===== src/rtl/gpr_pkg.sv =====
package gpr_pkg;
  localparam int unsigned DW = 32;
  localparam int unsigned NREG = 8;
  localparam int unsigned SW = $clog2(NREG);
  localparam int unsigned NLANE = DW / 8;

  typedef enum logic [1:0] {
    SZ_BYTE = 2'b00,
    SZ_WORD = 2'b01,
    SZ_DWORD = 2'b10,
    SZ_ALT = 2'b11
  } size_e;

  typedef struct packed {
    logic [SW-1:0] idx;
    logic [NLANE-1:0] lanes;
    logic hi_byte;
  } target_t;

  function automatic target_t decode(input logic [SW-1:0] spec, input logic [1:0] size);
    target_t t;
    t.idx = spec;
    t.hi_byte = 1'b0;
    t.lanes = '1;
    if (size == SZ_WORD) begin
      t.lanes = NLANE'(4'b0011);
    end else if (size == SZ_BYTE) begin
      t.hi_byte = spec[SW-1];
      t.idx = {1'b0, spec[SW-2:0]};
      t.lanes = spec[SW-1] ? NLANE'(4'b0010) : NLANE'(4'b0001);
    end
    return t;
  endfunction
endpackage


===== src/rtl/gpr_spec_decode.sv =====
module gpr_spec_decode
  import gpr_pkg::*;
(
  input  logic [SW-1:0] spec,
  input  logic [1:0]    size,
  output target_t       tgt
);
  assign tgt = decode(spec, size);
endmodule


===== src/rtl/gpr_read_port.sv =====
module gpr_read_port
  import gpr_pkg::*;
(
  input  logic [NREG-1:0][DW-1:0] regs,
  input  logic [SW-1:0]           spec,
  input  logic [1:0]              size,
  output logic [DW-1:0]           data
);
  target_t tgt;
  logic [DW-1:0] word;

  gpr_spec_decode u_dec (.spec(spec), .size(size), .tgt(tgt));

  assign word = regs[tgt.idx];

  always_comb begin
    data = '0;
    for (int i = 0; i < NLANE; i++) begin
      if (tgt.lanes[i]) data[i*8 +: 8] = word[i*8 +: 8];
    end
    if (tgt.hi_byte) data = {{(DW-8){1'b0}}, word[15:8]};
  end
endmodule


===== src/rtl/gpr_partial_file.sv =====
module gpr_partial_file
  import gpr_pkg::*;
(
  input  logic                 clk,
  input  logic                 rst,
  input  logic                 wr_en,
  input  logic [2:0]           wr_spec,
  input  logic [1:0]           wr_size,
  input  logic [31:0]          wr_data,
  input  logic [2:0]           rd_a_spec,
  input  logic [1:0]           rd_a_size,
  output logic [31:0]          rd_a_data,
  input  logic [2:0]           rd_b_spec,
  input  logic [1:0]           rd_b_size,
  output logic [31:0]          rd_b_data
);
  logic [NREG-1:0][DW-1:0] regs;
  target_t wtgt;
  logic [DW-1:0] wr_aligned;
  logic [NREG-1:0][NLANE-1:0] lane_we;

  gpr_spec_decode u_wdec (.spec(wr_spec), .size(wr_size), .tgt(wtgt));

  assign wr_aligned = wtgt.hi_byte ? {wr_data[DW-9:0], 8'h00} : wr_data;

  genvar r, l;
  generate
    for (r = 0; r < NREG; r++) begin : g_reg
      for (l = 0; l < NLANE; l++) begin : g_lane
        assign lane_we[r][l] = wr_en && (wtgt.idx == SW'(r)) && wtgt.lanes[l];
        always_ff @(posedge clk) begin
          if (rst) regs[r][l*8 +: 8] <= 8'h00;
          else if (lane_we[r][l]) regs[r][l*8 +: 8] <= wr_aligned[l*8 +: 8];
        end
      end
    end
  endgenerate

  gpr_read_port u_rda (.regs(regs), .spec(rd_a_spec), .size(rd_a_size), .data(rd_a_data));
  gpr_read_port u_rdb (.regs(regs), .spec(rd_b_spec), .size(rd_b_size), .data(rd_b_data));
endmodule


===== config.mk =====
export PLATFORM = sky130hd
export DESIGN_NAME = gpr_partial_file
export DESIGN_NICKNAME = d
export VERILOG_FILES = /design/src/rtl/gpr_pkg.sv /design/src/rtl/gpr_spec_decode.sv /design/src/rtl/gpr_read_port.sv /design/src/rtl/gpr_partial_file.sv
export SDC_FILE = /design/constraint.sdc
export NUM_CORES = 1
export LEC_CHECK = 0
export ABC_CLOCK_PERIOD_IN_PS = 3000
export BUFFER_PORTS_ARGS = -buffer_cell sky130_fd_sc_hd__buf_2
export CAP_MARGIN = 20
export CORE_MARGIN = 4
export CORE_UTILIZATION = 57
export DETAILED_ROUTE_END_ITERATION = 10
export PLACE_DENSITY = 0.86
export SLEW_MARGIN = 0
export SYNTH_ARGS = -nofsm -noshare
export SYNTH_HDL_FRONTEND = slang
export SYNTH_HIERARCHICAL = 1
export SYNTH_SLANG_ARGS = --single-unit

===== constraint.sdc =====
create_clock -name clk -period 3 [get_ports clk]
set_input_delay 0.9 -clock clk [delete_from_list [all_inputs] [get_ports clk]]
set_output_delay 0.9 -clock clk [all_outputs]
set_load 0.01 [all_outputs]

# == Word-level counts from Yosys, hierarchy flattened ==
# Index checks and enable logic that the tools add are counted.
# classes
n_addsub,0
mul,0
div,0
magnitude_cmp,2
eq_ne,10
shift,0
n_mux,30
bitwise_logic,0
reduce_logical,44
# op_table
operator,count
$bmux W32 S3,2
$mux W32,5
$mux W8,11
$logic_and A1 B1 Y1,40
$eq A3 B3 Y1 const B,4
$mux W4,3
$mux W3,3
$lt A3 B4 Y1 const B,2
$eq A2 B1 Y1 const B,3
$eq A3 B2 Y1 const B,2
$logic_not A2 Y1,3
$mux W2,3
$eq A3 B1 Y1 const B,1
$logic_not A3 Y1,1
$mux W1,3
# word_totals
register_bits,256
latch_bits,0
ram_bits,0
rom_bits,0
output_inout_bits,64
memories,0

# == Depth between registers and ports, before layout ==
# logic_depth
ltp_word,7
depth_mapped,7
depth_no_buf,4

# == Hierarchy ==
# The synthesis kept the hierarchy.
# modules_own_cells
mod,instances,cells_per_inst,area_per_inst_um2,seq_area_each_um2
gpr_partial_file,1,942,10356.2,5124.9
gpr_read_port,2,180,2109.5,0.0
gpr_spec_decode,3,8,56.3,0.0

# == Least setup slack after synthesis ==
# No wires, ideal clock.
# synth_path
path_type,in2out
from,input port rd_a_spec[0]
to,output port rd_a_data[4]
arrival_time_ns,2.091
required_ns,2.100
path_slack_ns,0.009
stages,7
n_path_buf,4
path_cell_list,buf_4 > buf_6 > buf_12 > buf_4 > mux2_2 > o21ai_0 > o32ai_1
# synth_via
elab_chain_len,6
# synth_lines
item,line_no,text
"start, declared",gpr_partial_file.sv:10,"input logic [2:0] rd_a_spec,"
$mux W8,gpr_pkg.sv:27,end else if (size == SZ_BYTE) begin
$mux W3 *,gpr_pkg.sv:25,if (size == SZ_WORD) begin
$bmux W32 S3 *,gpr_read_port.sv:14,assign word = regs[tgt.idx];
$mux W32 (implied by the code) *,gpr_read_port.sv:14,
$mux W8,gpr_read_port.sv:19,if (tgt.lanes[i]) data[i*8 +: 8] = word[i*8 +: 8];
$mux W32 *,gpr_read_port.sv:21,"if (tgt.hi_byte) data = {{(DW-8){1'b0}}, word[15:8]};"
"end, declared",gpr_partial_file.sv:12,"output logic [31:0] rd_a_data,"
# Mark *: on every way between the ends. The rest lies on a longest branch, timed or not. The select of a mux whose other input is x is not followed.

==> run summary <==
CP Launch Type -> input port
Ys Warns -> 6
Worst EP arrival -> 2.55 ns
total negative slack for setup checks -> -10.80 ns
power share of the combinational group -> 0.151
first-pass GRT wire length -> 72,600 µm
clock tree from TritonCTS -> built
P_int -> 6.30 mW
clock tree skew after final layout -> 0 ns
hold violation total from the final report -> 0
Root Buffer Master -> clkbuf_16
die width -> 169 µm
Critical path origin -> rd_b_spec[2]
power consumption -> 8.58 mW
mean instance size in the synthesized netlist -> 11.1 µm²
initial core utilization -> 0.582
total iterations of the first detailed-routing run -> 9
endpoint class of the critical path -> output pin
Die Outline Area -> 28,500 µm²
initial antenna violation count -> 0
proportion of power drawn by the clock network -> 0.439
WL/cell -> 29.7 µm
via count of the first global-routing pass -> 12,600
Area Overhead vs Synth -> 24.2%
launch point of the worst reg-to-reg path -> regs[134]
sinks on the clock net -> 256
final count of pins violating max slew -> 0
number of buffers added to fix hold violations after cts -> 0
Leak Pwr -> 7.72 nW
top fanout value on the critical path -> 9
violations in the final reports -> setup timing
largest registers -> regs (256)
maximum number of buffers from clock root to sink -> 3
ordered cell list for the critical path -> buf_2, o21a_4, buf_12, buf_6, nand2b_4, buf_6, o21ai_1, o32ai_4, buf_6
maximum operating frequency -> 290 MHz
max-cap violation count -> 0
Num CTS Buffers -> 27
setup repair after global routing missed its margin -> yes
final critical delay including setup and external delays -> 3.45 ns
die boundary height -> 169 µm
peak supply drop -> 0.323 mV
I/O pins -> 114
total global routing track utilization -> 0.325
register with the most flip-flops -> regs
flip-flop count of the largest register after layout -> 256
clock-pin slew reported for the worst setup and hold paths after clock tree synthesis -> 0.05 ns
fraction of power consumed by sequential logic -> 0.409
min setup slack post-route -> -0.447 ns
Required @ worst endpoint -> 2.10 ns
cell with the largest stage delay on the worst path -> o21ai_1
Post-synth EDFFs -> 0
number of library cell types mapped by synthesis -> 32
pwr/cell area -> 469 nW/µm²
placed inst area -> 16,100 µm²
Post-Synthesis Cells -> 1,326
pin count of the biggest net entering global routing -> 96
Post-Synthesis Net Count -> 1,376
final design instance area without fill -> 18,300 µm²
outcome -> finished with violations
most common library cell in the layout ignoring fill and taps -> mux2i_1
type of the most critical hold path -> flip-flop to flip-flop
DRT Wirelength -> 54,000 µm
Final setup viols -> 64
register bit count reported by yosys -> 256
Placer Congestion -> 0.938
clock insertion delay at the later pin of the skew report -> 0.55 ns
placeable core area -> 25,300 µm²
Top cell by count, worst path -> buf_6
most used cells in the layout excluding fill and tap cells -> mux2i_1 (317), nand2b_1 (258), dfxtp_1 (256)
number of buffers inserted by port buffering -> 113
Switching Power -> 2.28 mW
Total Nets Final -> 1,518
post-detailed-route DRC marker count -> 0
period utilisation layout -> 1.15
family with the most delay on the worst path -> compound AO/OA/AOI/OAI gates
number of DRC violations after detailed-routing iteration 0 -> 2,042
Core Rows -> 58
Worst Max-Slew Pin Slew -> 0.791 ns
longest individual stage delay on the worst path -> 0.42 ns
sequential area share after synthesis -> 0.348
global-route congestion overflow total -> 0
hold path start -> regs[84]
remaining antenna violation count -> 0
Post-synth ARST share -> 0
kind of critical path -> input port to output pin
Post-Syn Area -> 14,700 µm²
number of vias in the routed layout -> 12,800
relative slew slack -> 0.458
CTS H-tree depth -> 1
proportion of layout cells with a drive suffix above 1 -> 0.362
DR vias/cell -> 7.02
Top FF cell, synth -> dfxtp_1
HPWL after detailed placement -> 28,200 µm
count of buffering cells on the critical path with inverters included -> 5
switching fraction of total power -> 0.266
-- repair_timing --
item	in CTS	in global routing
cloned	8	5
setup endpoints to repair	64	64
pin swaps	14	15
buffers inserted	13	12
gates resized for setup	75	89
-- per-layer routing --
layer	GRT usage	vias to the layer above	share of wire
met4	0.179	0	0.073
li1	-	5023	-
met2	0.527	1241	0.46
met3	0.0740	372	0.13
met1	0.403	6125	0.34
met5	0	-	0
-- cells by family (layout without fill, tap and decap cells) --
family	count (synthesis)	after routing	share of synthesized area
other	0	1	0
AOI/OAI and AO/OA	51	51	0.0246
DFF	256	256	0.348
muxes	456	456	0.406
and+or+nand+nor	433	433	0.175
buffers and inverters	130	292	0.0473
-- area by class of cell --
| class | count | area [µm²] |
|---|---|---|
| Clock buffer | 36 | 769 |
| Clock inverter | 13 | 208 |
| Multi-Input combinational cell | 940 | 9340 |
| Sequential cell | 256 | 5120 |
| Inverter | 2 | 7.51 |
| Fill cell | 1415 | 7020 |
| Timing Repair Buffer | 241 | 2440 |
| Tap cell | 330 | 413 |
| Antenna cell | 1 | 2.50 |
-- Yosys cell counts, types with 4 or more instances --
cell type	count	share of area
nand2b_1	260	0.11
nor2_1	64	0.016
clkbuf_1	65	0.017
nand3b_2	4	0.0031
nand2_2	16	0.0068
buf_4	18	0.0092
clkbuf_2	6	0.0020
a211oi_1	16	0.0081
or2_2	24	0.010
o32ai_1	16	0.0095
nor2_2	9	0.0038
buf_6	6	0.0046
o21ai_0	16	0.0054
nor2_4	4	0.0031
mux4_2	112	0.17
buf_2	27	0.0092
mux2_2	16	0.012
nand2_1	17	0.0043
nor2b_1	18	0.0076
mux2i_1	328	0.22
or3_1	7	0.0030
dfxtp_1	256	0.35
-- path summary, 6_finish.rpt --
path	endpoint	slack, ns	depth (start not counted)
worst max-delay path	rd_b_data[5]	-0.45	9
worst min-delay path	regs[84]	0.48	2
worst max register to register	regs[134]	1.64	2
worst min register to register	regs[84]	0.48	2
-- tightest hold or removal path, stage by stage, from the launching register on --
cell	delay, ns
dfxtp_1	0.31
nand2b_1	0.07
mux2i_1	0.06
-- stage by stage --
stage / hold slack, ns / utilization / setup WS (ns) / instances
3_3_place_gp: 0.465 / 0.636 / -0.388 / 1732
2_1_floorplan: 0.455 / - / 0.00893 / 1326
3_5_place_dp: 0.474 / 0.636 / -0.411 / 1732
4_1_cts: 0.488 / 0.701 / -0.274 / 1802
6_report: 0.485 / 0.723 / -0.447 / 1819
5_1_grt: 0.513 / 0.723 / -0.416 / 1818
-- power by group through the flow --
stage,logic (mW),clock network (mW),registers (mW)
after floorplan,0.650,0,3.56
after global placement,0.978,0,3.57
after detailed placement,0.992,0,3.58
after CTS,1.12,3.66,3.50
after global routing,1.32,3.87,3.51
final,1.30,3.77,3.51
(Power assumes the default switching activity.)
